<file path="config.mk">
export PLATFORM = sky130hd
export DESIGN_NAME = plot_pulse_drv
export DESIGN_NICKNAME = d
export VERILOG_FILES = /design/src/rtl/plot_pkg.sv /design/src/rtl/plot_cmd_decode.sv /design/src/rtl/plot_pulse_timer.sv /design/src/rtl/plot_status.sv /design/src/rtl/plot_pulse_drv.sv
export SDC_FILE = /design/constraint.sdc
export NUM_CORES = 1
export LEC_CHECK = 0
export ABC_AREA = 1
export BUFFER_PORTS_ARGS = -buffer_cell sky130_fd_sc_hd__buf_2
export CORE_UTILIZATION = 40
export CTS_CLUSTER_SIZE = 24
export DETAILED_ROUTE_END_ITERATION = 10
export GPL_TIMING_DRIVEN = 1
export PLACE_DENSITY = 0.73
export SYNTH_ARGS = -nofsm -noshare
export SYNTH_HDL_FRONTEND = slang
export SYNTH_SLANG_ARGS = --single-unit
export TNS_END_PERCENT = 20
</file>
<file path="constraint.sdc">
create_clock -name clk -period 2.5 [get_ports clk]
set_clock_uncertainty 0.15 [all_clocks]
set_input_delay 0.25 -clock clk [delete_from_list [all_inputs] [get_ports clk]]
set_output_delay 0.25 -clock clk [all_outputs]
set_load 0.01 [all_outputs]
</file>
<file path="src/rtl/plot_pkg.sv">
package plot_pkg;
  localparam int NLINE = 6;
  localparam int STS_W = 4;

  localparam int LN_PEN_UP   = 4;
  localparam int LN_PEN_DOWN = 5;

  localparam int STS_BUSY = 0;
  localparam int STS_DONE = 1;
  localparam int STS_OVR  = 2;
  localparam int STS_BAD  = 3;

  typedef enum logic [1:0] {
    ST_IDLE   = 2'd0,
    ST_PULSE  = 2'd1,
    ST_SETTLE = 2'd2
  } tmr_state_t;
endpackage

</file>
<file path="src/rtl/plot_cmd_decode.sv">
module plot_cmd_decode
  import plot_pkg::*;
#(
  parameter int N = NLINE
) (
  input  logic [N-1:0] cmd,
  input  logic         swap,
  output logic         onehot,
  output logic [N-1:0] line_sel
);
  assign onehot = (cmd != '0) && ((cmd & (cmd - 1'b1)) == '0);

  for (genvar i = 0; i < N; i++) begin : g_map
    if (i == LN_PEN_UP) begin : g_up
      assign line_sel[i] = swap ? cmd[LN_PEN_DOWN] : cmd[i];
    end else if (i == LN_PEN_DOWN) begin : g_dn
      assign line_sel[i] = swap ? cmd[LN_PEN_UP] : cmd[i];
    end else begin : g_direct
      assign line_sel[i] = cmd[i];
    end
  end
endmodule

</file>
<file path="src/rtl/plot_pulse_timer.sv">
module plot_pulse_timer
  import plot_pkg::*;
#(
  parameter int N     = NLINE,
  parameter int CNT_W = 32
) (
  input  logic             clk,
  input  logic             rst_n,
  input  logic             start,
  input  logic [N-1:0]     line_sel,
  input  logic [CNT_W-1:0] pulse_len,
  input  logic [CNT_W-1:0] settle_len,
  output logic [N-1:0]     lines_n,
  output logic             busy,
  output logic             finish
);
  localparam logic [CNT_W-1:0] ONE = CNT_W'(1);

  tmr_state_t       state;
  logic [CNT_W-1:0] cnt;
  logic [CNT_W-1:0] settle_q;
  logic [CNT_W-1:0] pulse_eff;
  logic             last;

  assign pulse_eff = (pulse_len == '0) ? ONE : pulse_len;
  assign last      = (cnt == ONE);
  assign busy      = (state != ST_IDLE);
  assign finish    = ((state == ST_PULSE) && last && (settle_q == '0)) ||
                     ((state == ST_SETTLE) && last);

  always_ff @(posedge clk) begin
    if (!rst_n) begin
      state    <= ST_IDLE;
      cnt      <= '0;
      settle_q <= '0;
      lines_n  <= '1;
    end else begin
      case (state)
        ST_IDLE: begin
          if (start) begin
            state    <= ST_PULSE;
            cnt      <= pulse_eff;
            settle_q <= settle_len;
            lines_n  <= ~line_sel;
          end
        end
        ST_PULSE: begin
          if (last) begin
            lines_n <= '1;
            if (settle_q == '0) begin
              state <= ST_IDLE;
            end else begin
              state <= ST_SETTLE;
              cnt   <= settle_q;
            end
          end else begin
            cnt <= cnt - ONE;
          end
        end
        ST_SETTLE: begin
          if (last) state <= ST_IDLE;
          else      cnt   <= cnt - ONE;
        end
        default: begin
          state   <= ST_IDLE;
          lines_n <= '1;
        end
      endcase
    end
  end
endmodule

</file>
<file path="src/rtl/plot_status.sv">
module plot_status (
  input  logic clk,
  input  logic rst_n,
  input  logic finish,
  input  logic ovr_evt,
  input  logic bad_evt,
  input  logic rd,
  output logic irq,
  output logic done,
  output logic ovr,
  output logic bad
);
  always_ff @(posedge clk) begin
    if (!rst_n) begin
      irq  <= 1'b0;
      done <= 1'b0;
      ovr  <= 1'b0;
      bad  <= 1'b0;
    end else begin
      if (finish) begin
        irq  <= 1'b1;
        done <= 1'b1;
      end else if (rd) begin
        irq  <= 1'b0;
        done <= 1'b0;
      end
      if (ovr_evt)  ovr <= 1'b1;
      else if (rd)  ovr <= 1'b0;
      if (bad_evt)  bad <= 1'b1;
      else if (rd)  bad <= 1'b0;
    end
  end
endmodule

</file>
<file path="src/rtl/plot_pulse_drv.sv">
module plot_pulse_drv
  import plot_pkg::*;
#(
  parameter int CNT_W = 32
) (
  input  logic             clk,
  input  logic             rst_n,
  input  logic             cmd_valid,
  output logic             cmd_ready,
  input  logic [NLINE-1:0] cmd_bits,
  input  logic [CNT_W-1:0] cfg_pulse_len,
  input  logic [CNT_W-1:0] cfg_settle_len,
  input  logic             cfg_pen_swap,
  input  logic             sts_rd,
  output logic [STS_W-1:0] sts_word,
  output logic             irq,
  output logic [NLINE-1:0] plot_n
);
  logic             onehot;
  logic [NLINE-1:0] line_sel;
  logic             busy;
  logic             finish;
  logic             accept;
  logic             done_f, ovr_f, bad_f;

  assign cmd_ready = ~busy;
  assign accept    = cmd_valid & ~busy;

  plot_cmd_decode #(.N(NLINE)) u_dec (
    .cmd      (cmd_bits),
    .swap     (cfg_pen_swap),
    .onehot   (onehot),
    .line_sel (line_sel)
  );

  plot_pulse_timer #(.N(NLINE), .CNT_W(CNT_W)) u_tmr (
    .clk        (clk),
    .rst_n      (rst_n),
    .start      (accept & onehot),
    .line_sel   (line_sel),
    .pulse_len  (cfg_pulse_len),
    .settle_len (cfg_settle_len),
    .lines_n    (plot_n),
    .busy       (busy),
    .finish     (finish)
  );

  plot_status u_sts (
    .clk     (clk),
    .rst_n   (rst_n),
    .finish  (finish),
    .ovr_evt (cmd_valid & busy),
    .bad_evt (accept & ~onehot),
    .rd      (sts_rd),
    .irq     (irq),
    .done    (done_f),
    .ovr     (ovr_f),
    .bad     (bad_f)
  );

  always_comb begin
    sts_word           = '0;
    sts_word[STS_BUSY] = busy;
    sts_word[STS_DONE] = done_f;
    sts_word[STS_OVR]  = ovr_f;
    sts_word[STS_BAD]  = bad_f;
  end
endmodule

</file>
==> metrics.md, run 1 <==
| Metric | Value |
|---|---|
| # IOs | 87 |
| Area share of the largest cell type after synthesis | 31.5% |
| CTS root buf | clkbuf_16 |
| R2r setup slk | between 0.3 and 0.4 ns |
| WP data required | 2.55 ns |
| Die Wd | 111 µm |
| Vias in the first global route | 4,658 |
| Grt total ovfl | 0 |
| Critical path type | reg2reg |
| HPWL after detailed placement | 9.68 mm |
| Largest area contributor in the netlist | dfxtp_1 |
| Fmax | 465 MHz |
| Post-layout min period | 2.15 ns |
| Core Box Area | 11,500 µm² |
| Setup TNS | 0 ns |
| Clock sinks | 75 |
| Post-synth top flop | dfxtp_1 |
| Post-DRT Antenna Nets | 0 |
| Final setup violation count | 0 |
| Synth cell types | 32 |
| Global-route wire length before repair | 22.0 mm |
| Endpoints failing hold | 0 |
| Routed wire per std cell | 12.9 µm |
| Hold buffer count at cts | 0 |
| Critical Path Fanout Max | 7 |
| Max_slew headroom | slightly below 60% |
| Hold WC Path Type | in2reg |
| R2R Path Start | u_tmr.cnt[16] |
| CTS resizes | 0 |
| Syn. warnings | 0 |
| DRC Markers | 6 |
| CP endpoint | u_tmr.lines_n[3] |
| Share of post-route cells with drive strength above 1 | 15.4% |
| Nets@finish | 937 |
| Routed WL | 13.0 mm |
| FF-to-FF path depth | 10 |
| CTS buffer count | 9 |
| Crit end category | register |
| Peak VDD IR | 0.000376 V |
| CP Buf/Inv Count | 1 |
| Clock H-tree levels | 3 |
| FF-to-FF End | u_tmr.lines_n[3] |
| CTS tree | done |
| Largest net degree at the start of global routing | 65 |
| Critical Path Most Common Cell | nand2_1 |
| Die area | 12,400 µm² |
| Setup crit start | u_tmr.cnt[16] |
| Setup bufs post-CTS | 0 |
| Port buffer count | 86 |
| Non-filler cells, final | 1,004 |
| Most common library cells after synthesis | 203 x nand2_1, 105 x inv_1, 85 x nor2_1 |
| Period Utilization, post-route | 86.0% |
| Iter 0 DRT Violations | 382 |
| Max clock buf depth | 2 |
| Clock Latency Late Sink | 0.34 ns |
| Area Growth Syn to Fin | 17.4% |
| Ant diodes | 0 |
| Seq/Total Area, Yosys | between 30% and 40% |
| Initial Utilization | 41.4% |
| Max-slew violation count | 0 |
| Worst Max-Slew Pin Slew | 0.606 ns |
| Die Ht | 111 µm |
| Top cells by area, synth | dfxtp_1 31%, nand2_1 16%, inv_1 8.3%, a21oi_1 7.7%, o21ai_0 6.9% |
| Vias | ~5,000 |
| Startpoint types | register |
| DP Area | 5300 µm² |
| Clock Pin Slew Worst Setup and Hold Paths | 0.06 ns |
| Initial antenna violation count | 0 |
| First-pass iteration count of the detailed router | 8 |
| Seq cells post-synth | 75 |
| Mapped Area | roughly 4800 µm² |
| RSZ-0062 raised after global routing | false |
| CP cell instances | nor2_1, nand2_1, nor2_1, nand2_1, nor2_8, o21ai_2, a21oi_2, inv_1, nand2_1, nand3_1 |
| EDFF count, synth | 0 |
| Worst EP arrival | 2.20 ns |
| Post-route cell area | between 5000 and 6000 µm² |
| Tot GR Track Use | between 20% and 30% |
| # rows | 39 |
| Lkg Pwr | 2.78 nW |
| CP delay by family, top | simple AND/OR/NAND/NOR gates |
| Syn Area/Cell | between 6 and 7 µm² |
| Max cap viols | 0 |
| Violated checks | design-rule violations |
| Cell Count Post-Placement | just under 1,000 |
| Ys async rst share | 0% |
| Crit-path slowest cell | dfxtp_1 |
| Dpl ws | 0.389 ns |
| Net Count, Synth | 867 |
| CP Depth | 10 |
| Gate Count Post-Synth | 786 |
| Most common cell in the netlist | nand2_1 |
| Status | complete, but fails checks |
| Post-route setup slack | 0.350 ns |
| Max incr delay on CP | 0.36 ns |
| Final estimated routing congestion in global placement | roughly 0.98 |
| Drt via density | 5.02 |
| FILL cells | 1,254 |
| PD cells | 1070 nW/µm² |
cell usage in the layout (no fill, tap or decap), types with 11 or more instances in the layout:
master,n
nor2_1,85
nand3_1,59
o21ai_0,66
xnor2_1,11
nand2_1,203
dfxtp_1,75
buf_2,86
a21oi_1,73
buf_4,12
xor2_1,13
nand4_1,13
inv_1,105
stage by stage:
step	util (%)	hold WS [ns]	power [mW]
4_1_cts	48.7	0.0227	5.98
5_1_grt	48.7	0.0373	6.50
3_3_place_gp	46.0	0.288	4.61
3_5_place_dp	46.0	0.292	4.64
2_1_floorplan	-	0.243	3.90
6_report	48.7	0.0283	6.00
cells by family after synthesis:
kind of cell / after synthesis / synth area share, %
AND/OR/NAND/NOR: 379 / 33.4
AO/OA/AOI/OAI: 155 / 16.6
buffers and inverters: 147 / 12.6
flip-flops: 75 / 31.5
XOR/XNOR: 24 / 4.40
adder cells (fa/ha/maj): 6 / 1.57
worst register-to-register path: stages (launching register included):
cell and delay [ns]:
dfxtp_1 0.36, nor2_1 0.17, nand2_1 0.09, nor2_1 0.17, nand2_1 0.19, nor2_8 0.17
o21ai_2 0.10, a21oi_2 0.28, inv_1 0.17, nand2_1 0.09, nand3_1 0.06
registers in the layout, summed over array words and instances, names as in the netlist:
register	flops
u_tmr.lines_n	6
u_sts.bad	1
u_tmr.settle_q	32
u_sts.ovr	1
u_sts.irq	1
u_tmr.cnt	32
u_tmr.state	2
routing by layer:
layer | share of wire [%] | up-vias | global-route usage (%)
met1 | 48 | 2257 | 30.7
met2 | 44 | 146 | 34.8
met5 | 0 | - | 0
met4 | 1.7 | 0 | 8.47
met3 | 6.0 | 15 | 3.17
li1 | - | 2624 | -
power by group:
part           switching (mW)  leakage (nW)  total (mW)  internal, mW
combinational            1.91          2.02        2.98          1.07
sequential              0.254         0.614        1.69          1.44
clock                   0.525         0.148        1.32         0.799
worst min path at each step:
stage	from	slack, ns	cells past startpoint	end
2_1_floorplan	cmd_valid	0.24	2	u_sts.ovr
3_3_place_gp	u_tmr.lines_n[5]	0.29	2	u_tmr.lines_n[5]
3_5_place_dp	u_tmr.lines_n[4]	0.29	2	u_tmr.lines_n[4]
4_1_cts	cmd_valid	0.02	3	u_sts.ovr
5_1_grt	cmd_valid	0.04	3	u_sts.ovr
6_report	cmd_valid	0.03	3	u_sts.ovr
layout make-up:
| class | count | area [µm²] | area share, % |
|---|---|---|---|
| inverter | 107 | 403 | 7.19 |
| clock inverter | 6 | 65.1 | 1.16 |
| timing repair buffer | 99 | 541 | 9.65 |
| multi-input combinational | 564 | 2680 | 47.8 |
| clock buffer | 10 | 239 | 4.26 |
| sequential | 75 | 1500 | 26.8 |
| tap | 143 | 179 | 3.19 |
Note: power is estimated with default switching activity, not from simulation.
==> inputs of run 2 (changes only) <==
--- a/config.mk
+++ b/config.mk
@@ -7,11 +7,14 @@
 export LEC_CHECK = 0
 export ABC_AREA = 1
 export BUFFER_PORTS_ARGS = -buffer_cell sky130_fd_sc_hd__buf_2
-export CORE_UTILIZATION = 40
+export CELL_PAD_IN_SITES_DETAIL_PLACEMENT = 1
+export CELL_PAD_IN_SITES_GLOBAL_PLACEMENT = 1
+export CORE_UTILIZATION = 33
 export CTS_CLUSTER_SIZE = 24
 export DETAILED_ROUTE_END_ITERATION = 10
 export GPL_TIMING_DRIVEN = 1
-export PLACE_DENSITY = 0.73
+export PLACE_DENSITY = 0.82
+export REMOVE_ABC_BUFFERS = 1
 export SYNTH_ARGS = -nofsm -noshare
 export SYNTH_HDL_FRONTEND = slang
 export SYNTH_SLANG_ARGS = --single-unit
==> run 2 against run 1 <==
- the flow now finishes without violations
- hold slack improved by 0.0025 ns
- fmax decreased by 8.5%
- core utilization decreased by 5.8 points
- via count increased by 5.4%
- combinational power increased by 25%
- final cell count increased by 8.0%
- wire length increased by 29%
- flip-flop and latch count unchanged
- sequential power decreased by 5%
- non-clock buffer count increased by 43
- largest power group unchanged
- highest routed layer unchanged
==> metrics.md, run 2 (synthesis results as in run 1) <==
| Metric | Value |
|---|---|
| Vias | 5,314 (+5.4%) |
| CTS tree | done |
| Cell Count Post-Placement | 1,068 (+8.1%) |
| WHS Path Cells | 3 (unchanged) |
| FF-to-FF path depth | 10 (unchanged) |
| Post-DRT Antenna Nets | 0 (unchanged) |
| Max-slew violation count | 0 (unchanged) |
| Setup bufs post-CTS | 0 (unchanged) |
| Peak VDD IR | 0.000428 V (+14%) |
| Register area | 1500 µm² (unchanged) |
| Worst EP arrival | 2.48 ns (+0.28 ns) |
| FF-to-FF End | u_tmr.cnt[14] |
| Final estimated routing congestion in global placement | 0.901 (-7.8%) |
| RSZ-0062 raised after global routing | false |
| Min Hold Slack | 0.0308 ns (+0.00248 ns) |
| Tot GR Track Use | 23.3% (+1.2 points) |
| Global-route wire length before repair | 27.1 mm (+23%) |
| Clock H-tree levels | 3 (unchanged) |
| Clock sinks | 75 (unchanged) |
| R2r setup slk | 0.15 ns (-0.20 ns) |
| Endpoints failing hold | 0 (unchanged) |
| Commonest cells after routing, fill and taps aside | 202 x nand2_1, 105 x inv_1, 86 x buf_2 |
| Area Growth Syn to Fin | 25.6% |
| Post-layout min period | 2.35 ns (+0.201 ns) |
| Lkg Pwr | 3.02 nW (+8.5%) |
| WP data required | 2.63 ns (+0.08 ns) |
| Vias in the first global route | 5,530 (+19%) |
| Max cap viols | 0 (unchanged) |
| CP Depth | 10 (unchanged) |
| Nets@finish | 982 (+4.8%) |
| Iter 0 DRT Violations | 238 (-38%) |
| Routed wire per std cell | 15.4 µm (+19%) |
| CTS buffer count | 9 (unchanged) |
| Die Ht | 122 µm (+9.9%) |
| # IOs | 87 (unchanged) |
| Routed WL | 16.7 mm (+29%) |
| Largest registers | u_tmr.cnt x32, u_tmr.settle_q x32, u_tmr.lines_n x6 |
| CP cell instances | inv_1, ha_1, nand2_1, inv_1, nand4_1, nand2_1, nand2_2, nor2_2, o21ai_0, a21oi_1 |
| CP delay by family, top | simple AND/OR/NAND/NOR gates |
| Length of routed met3 wiring | 840 µm (+8.0%) |
| Clock Latency Late Sink | 0.35 ns (about the same) |
| HPWL after detailed placement | 12.1 mm (+25%) |
| Non-filler cells, final | 1,084 (+8.0%) |
| Max clock buf depth | 2 (unchanged) |
| Largest net degree at the start of global routing | 66 (+1.5%) |
| CP Buf/Inv Count | 2 (+1) |
| Hold WC Path Type | in2reg |
| FILL cells | 1,931 (+54%) |
| Crit-path slowest cell | nor2_2 |
| Status | finished, final reports clean |
| # rows | 43 (+10%) |
| Final setup violation count | 0 (unchanged) |
| Drt via density | 4.90 (-2.4%) |
| Crit end category | register |
| Fmax | 425 MHz (-8.5%) |
| Initial antenna violation count | 0 (unchanged) |
| Port buffer count | 86 (unchanged) |
| Max incr delay on CP | 0.64 ns (+0.28 ns) |
| Core Box Area | 14,000 µm² (+21%) |
| CP endpoint | u_tmr.cnt[14] |
| Clock Pin Slew Worst Setup and Hold Paths | 0.06 ns (about the same) |
| Max_slew headroom | 49.3% (-10 points) |
| Setup crit start | u_tmr.state[0] |
| Initial Utilization | 34.1% (-7.3 points) |
| Period Utilization, post-route | 94.0% (+8.0 points) |
| Commonest non-fill, non-tap cell in the layout | nand2_1 |
| DRC Markers | 0 (-6) |
| Critical Path Fanout Max | 15 (+8) |
| Ant diodes | 0 (unchanged) |
| Critical path type | reg2reg |
| Startpoint types | register |
| CTS root buf | clkbuf_16 |
| Area occupied by multi-input gates | 2700 µm² (+0.93%) |
| PD cells | 1100 nW/µm² (+3.3%) |
| DR top layer | met4 |
| Die Wd | 122 µm (+9.9%) |
| Hold buffer count at cts | 0 (unchanged) |
| Grt total ovfl | 0 (unchanged) |
| Die area | 15,000 µm² (+21%) |
| Fin util | 42.8% (-5.8 points) |
| First-pass iteration count of the detailed router | 5 (-3) |
| Overall power | 6.62 mW (+10%) |
| Wl on met1 | 7.71 mm (+24%) |
| Share of post-route cells with drive strength above 1 | 19.5% (+4.0 points) |
| R2R Path Start | u_tmr.state[0] |
| Worst Max-Slew Pin Slew | 0.760 ns (+0.154 ns) |
| Met2 WL | 7.82 mm (+35%) |
[run 2: layout make-up]
cell class | instances | area share, %
Multi-Input combinational cell | 566 | 45.1
Sequential cell | 75 | 25.1
Timing Repair Buffer | 142 | 14.7
Inverter | 107 | 6.72
Clock buffer | 11 | 4.05
Tap cell | 180 | 3.76
Clock inverter | 3 | 0.668
[run 2: metal layers]
metal  vias up  GRT usage [%]
li1       2710              -
met1      2460           29.4
met2       119           39.6
met3        25           4.93
met4         0           7.24
met5         -              0
[run 2: worst reg2reg max path, stage by stage (launching register included)]
cell and delay [ns]:
dfxtp_1 0.32, inv_1 0.08, ha_1 0.19, nand2_1 0.06, inv_1 0.06, nand4_1 0.13
nand2_1 0.16, nand2_2 0.15, nor2_2 0.64, o21ai_0 0.19, a21oi_1 0.15
[run 2: worst min-delay path by stage]
| stage | from | slack [ns] | to |
|---|---|---|---|
| 5_1_grt | cfg_settle_len[9] | 0.04 | u_tmr.settle_q[9] |
| 6_report | cfg_settle_len[13] | 0.03 | u_tmr.settle_q[13] |
| 4_1_cts | cfg_settle_len[14] | 0.03 | u_tmr.settle_q[14] |
| 3_3_place_gp | u_tmr.lines_n[2] | 0.28 | u_tmr.lines_n[2] |
| 3_5_place_dp | u_tmr.lines_n[2] | 0.29 | u_tmr.lines_n[2] |
| 2_1_floorplan | rst_n | 0.18 | u_tmr.lines_n[0] |
[run 2: power by group]
group	total, mW	internal [mW]	switching [mW]
sequential	1.60	1.44	0.158
combinational	3.72	1.37	2.34
clock	1.31	0.786	0.520
total	6.62	3.60	3.02
[run 2: per-stage QoR]
step	setup slack, ns	setup TNS, ns	instance area (µm²)
detailed placement	-0.187	-1.90	5680
floorplan	-1.80	-75.32	4580
global route	0.0179	0	5990
CTS	0.0805	0	5980
global placement	-0.0801	-0.314	5680
finish	0.150	0	5990
[run 2: repair_timing]
item	4_1_cts	5_1_grt
resized for setup	1	3
setup endpoints to repair	32	13
pin swaps	1	1
cloned	1	1
==> inputs of run 3 (changes only) <==
--- a/config.mk
+++ b/config.mk
@@ -14,7 +14,6 @@
 export DETAILED_ROUTE_END_ITERATION = 10
 export GPL_TIMING_DRIVEN = 1
 export PLACE_DENSITY = 0.82
-export REMOVE_ABC_BUFFERS = 1
 export SYNTH_ARGS = -nofsm -noshare
 export SYNTH_HDL_FRONTEND = slang
 export SYNTH_SLANG_ARGS = --single-unit
==> run 3 against run 2 <==
- final cell count shrank 3.9%
- combinational power shrank 15%
- via count shrank 4.9%
- non-clock buffer count shrank 40
- critical path type unchanged
==> metrics.md, run 3 (synthesis results as in run 1) <==
| Metric | Value |
|---|---|
| Status | finished, final reports clean |
| CP cell instances | nor2_1, nand2_1, nor2_1, nand2_1, nor2_8, nand2_1, nand2_2, nor2_4, buf_12, o21ai_0, a21oi_1 |
| Clock H-tree levels | 3 (unchanged) |
| CP delay by family, top | simple AND/OR/NAND/NOR gates |
| PD cells | 1120 nW/µm² (+1.7%) |
| Die Ht | 122 µm (unchanged) |
| Nets@finish | 940 (-4.3%) |
| FILL cells | 1,952 (+1.1%) |
| Tot GR Track Use | 21.6% (-1.7 points) |
| Startpoint types | register |
| P_sw | 2.80 mW (-7.5%) |
| Largest net degree at the start of global routing | 65 (-1.5%) |
| Drt via density | 4.85 (-1.1%) |
| Hold buffer count at cts | 0 (unchanged) |
| Final setup violation count | 0 (unchanged) |
| Post-DRT Antenna Nets | 0 (unchanged) |
| Clock power frac | 24.4% (+4.7 points) |
| DRC Markers | 0 (unchanged) |
| Clock sinks | 75 (unchanged) |
| Vias in the first global route | 5,077 (-8.2%) |
| Part of the power in registers | 26.4% (+2.3 points) |
| Max cap viols | 0 (unchanged) |
| Min Hold Slack | 0.0234 ns (-0.00734 ns) |
| Largest registers | u_tmr.cnt x32, u_tmr.settle_q x32, u_tmr.lines_n x6 |
| CTS root buf | clkbuf_16 |
| Clock Pin Slew Worst Setup and Hold Paths | 0.06 ns (about the same) |
| Iter 0 DRT Violations | 189 (-21%) |
| Fin util | 41.0% (-1.9 points) |
| Dpl ws | 0.357 ns (+0.544 ns) |
| Max incr delay on CP | 0.35 ns (-0.29 ns) |
| Post-layout min period | 2.18 ns (-0.167 ns) |
| CTS buffer count | 9 (unchanged) |
| Global-route wire length before repair | 24.9 mm (-8.2%) |
| Worst Min Path Start | cmd_valid |
| Critical path type | reg2reg |
| Critical Path Most Common Cell | nand2_1 |
| Port buffer count | 86 (unchanged) |
| Hold WC Path Type | in2reg |
| WP data required | 2.57 ns (-0.06 ns) |
| Setup TNS | 0 ns (unchanged) |
| Period Utilization, post-route | 87.3% (-6.7 points) |
| Die area | 15,000 µm² (unchanged) |
| Crit end category | register |
| Commonest cells after routing, fill and taps aside | 203 x nand2_1, 105 x inv_1, 86 x buf_2 |
| # IOs | 87 (unchanged) |
| HPWL after detailed placement | 11.6 mm (-3.8%) |
| Peak VDD IR | 0.000374 V (-13%) |
| Routed WL | 15.1 mm (-9.4%) |
| Final estimated routing congestion in global placement | 0.879 (-2.5%) |
| Share of post-route cells with drive strength above 1 | 15.5% (-3.9 points) |
| Routed wire per std cell | 14.5 µm (-5.7%) |
| Worst EP arrival | 2.26 ns (-0.22 ns) |
| Setup crit start | u_tmr.cnt[20] |
| Endpoints failing hold | 0 (unchanged) |
| Fmax | 458 MHz (+7.7%) |
| Switching share of total power | 43.4% (-2.3 points) |
| CTS tree | done |
| # rows | 43 (unchanged) |
| Commonest non-fill, non-tap cell in the layout | nand2_1 |
| First-pass iteration count of the detailed router | 4 (-1) |
| Die Wd | 122 µm (unchanged) |
| Overall power | 6.44 mW (-2.7%) |
| Ant diodes | 0 (unchanged) |
| Worst Max-Slew Pin Slew | 0.534 ns (-0.226 ns) |
| CP Buf/Inv Count | 1 (-1) |
| Initial Utilization | 34.1% (unchanged) |
| Initial antenna violation count | 0 (unchanged) |
| R2R Path Start | u_tmr.cnt[20] |
| CTS resizes | 0 (-1) |
| Grt total ovfl | 0 (unchanged) |
| Core Box Area | 14,000 µm² (unchanged) |
| Area Growth Syn to Fin | 20.1% |
| Setup bufs post-CTS | 0 (unchanged) |
| Combinational share of power | 49.2% (-6.9 points) |
| Critical Path Fanout Max | 60 (+45) |
| Clock Latency Late Sink | 0.34 ns (about the same) |
| RSZ-0062 raised after global routing | false |
| Max-slew violation count | 0 (unchanged) |
| Pint | 3.65 mW (+1.4%) |
| Max_slew headroom | 64.1% (+15 points) |
| Lkg Pwr | 2.82 nW (-6.6%) |
| Post-route setup slack | 0.317 ns (+0.167 ns) |
| Crit-path slowest cell | dfxtp_1 |
| Max clock buf depth | 2 (unchanged) |
| Vias | 5,053 (-4.9%) |
run 3: cell count changes in the layout (fill, tap and decap cells not counted), sizes merged:
cell	change
buf	-40
bufinv	+3
clkbuf	-2
clkinv	-2
nor2	-2
clkinvlp	+1
run 3: worst register-to-register path: cells and delay by family, from the launching register on:
family | cells | cell delay, ns
AND/OR/NAND/NOR | 8 | 1.07
flip-flops | 1 | 0.35
buffers and inverters | 1 | 0.19
AO/OA/AOI/OAI | 2 | 0.29
run 3: layout make-up:
type | count | area [µm²] | area share, %
clock buffers | 9 | 225 | 3.93
clock inverters | 5 | 128 | 2.23
inverters | 107 | 403 | 7.03
multi-input cells | 564 | 2680 | 46.7
flip-flops and latches | 75 | 1500 | 26.2
well taps | 180 | 225 | 3.93
repair buffers | 102 | 576 | 10.0
run 3: worst paths after layout:
check / endpoint / slack (ns) / cells after the start
worst max-delay path: u_tmr.cnt[11] / 0.32 / 11
worst min-delay path: u_sts.ovr / 0.02 / 3
worst max register to register: u_tmr.cnt[11] / 0.32 / 11
worst min register to register: u_tmr.lines_n[4] / 0.31 / 2
run 3: power by group through the flow:
stage | registers (mW) | logic, mW | clock network [mW]
global route | 1.74 | 3.58 | 1.64
detailed placement | 1.72 | 3.14 | 0
finish | 1.70 | 3.17 | 1.57
CTS | 1.70 | 3.18 | 1.60
floorplan | 1.66 | 2.24 | 0
global placement | 1.71 | 3.06 | 0
run 3: per-stage QoR:
stage	cell area, µm²	std cells
finish	5730	1042
CTS	5730	1042
global placement	5380	1028
detailed placement	5380	1028
global route	5730	1042
floorplan	4770	786
run 3: routing by layer:
metal / up-vias / wire length (µm) / GRT usage (%)
met5: - / 0 / 0
met4: 0 / 340 / 9.15
met3: 19 / 457 / 2.46
met2: 95 / 6820 / 34.4
met1: 2315 / 7520 / 29.4
li1: 2624 / - / -
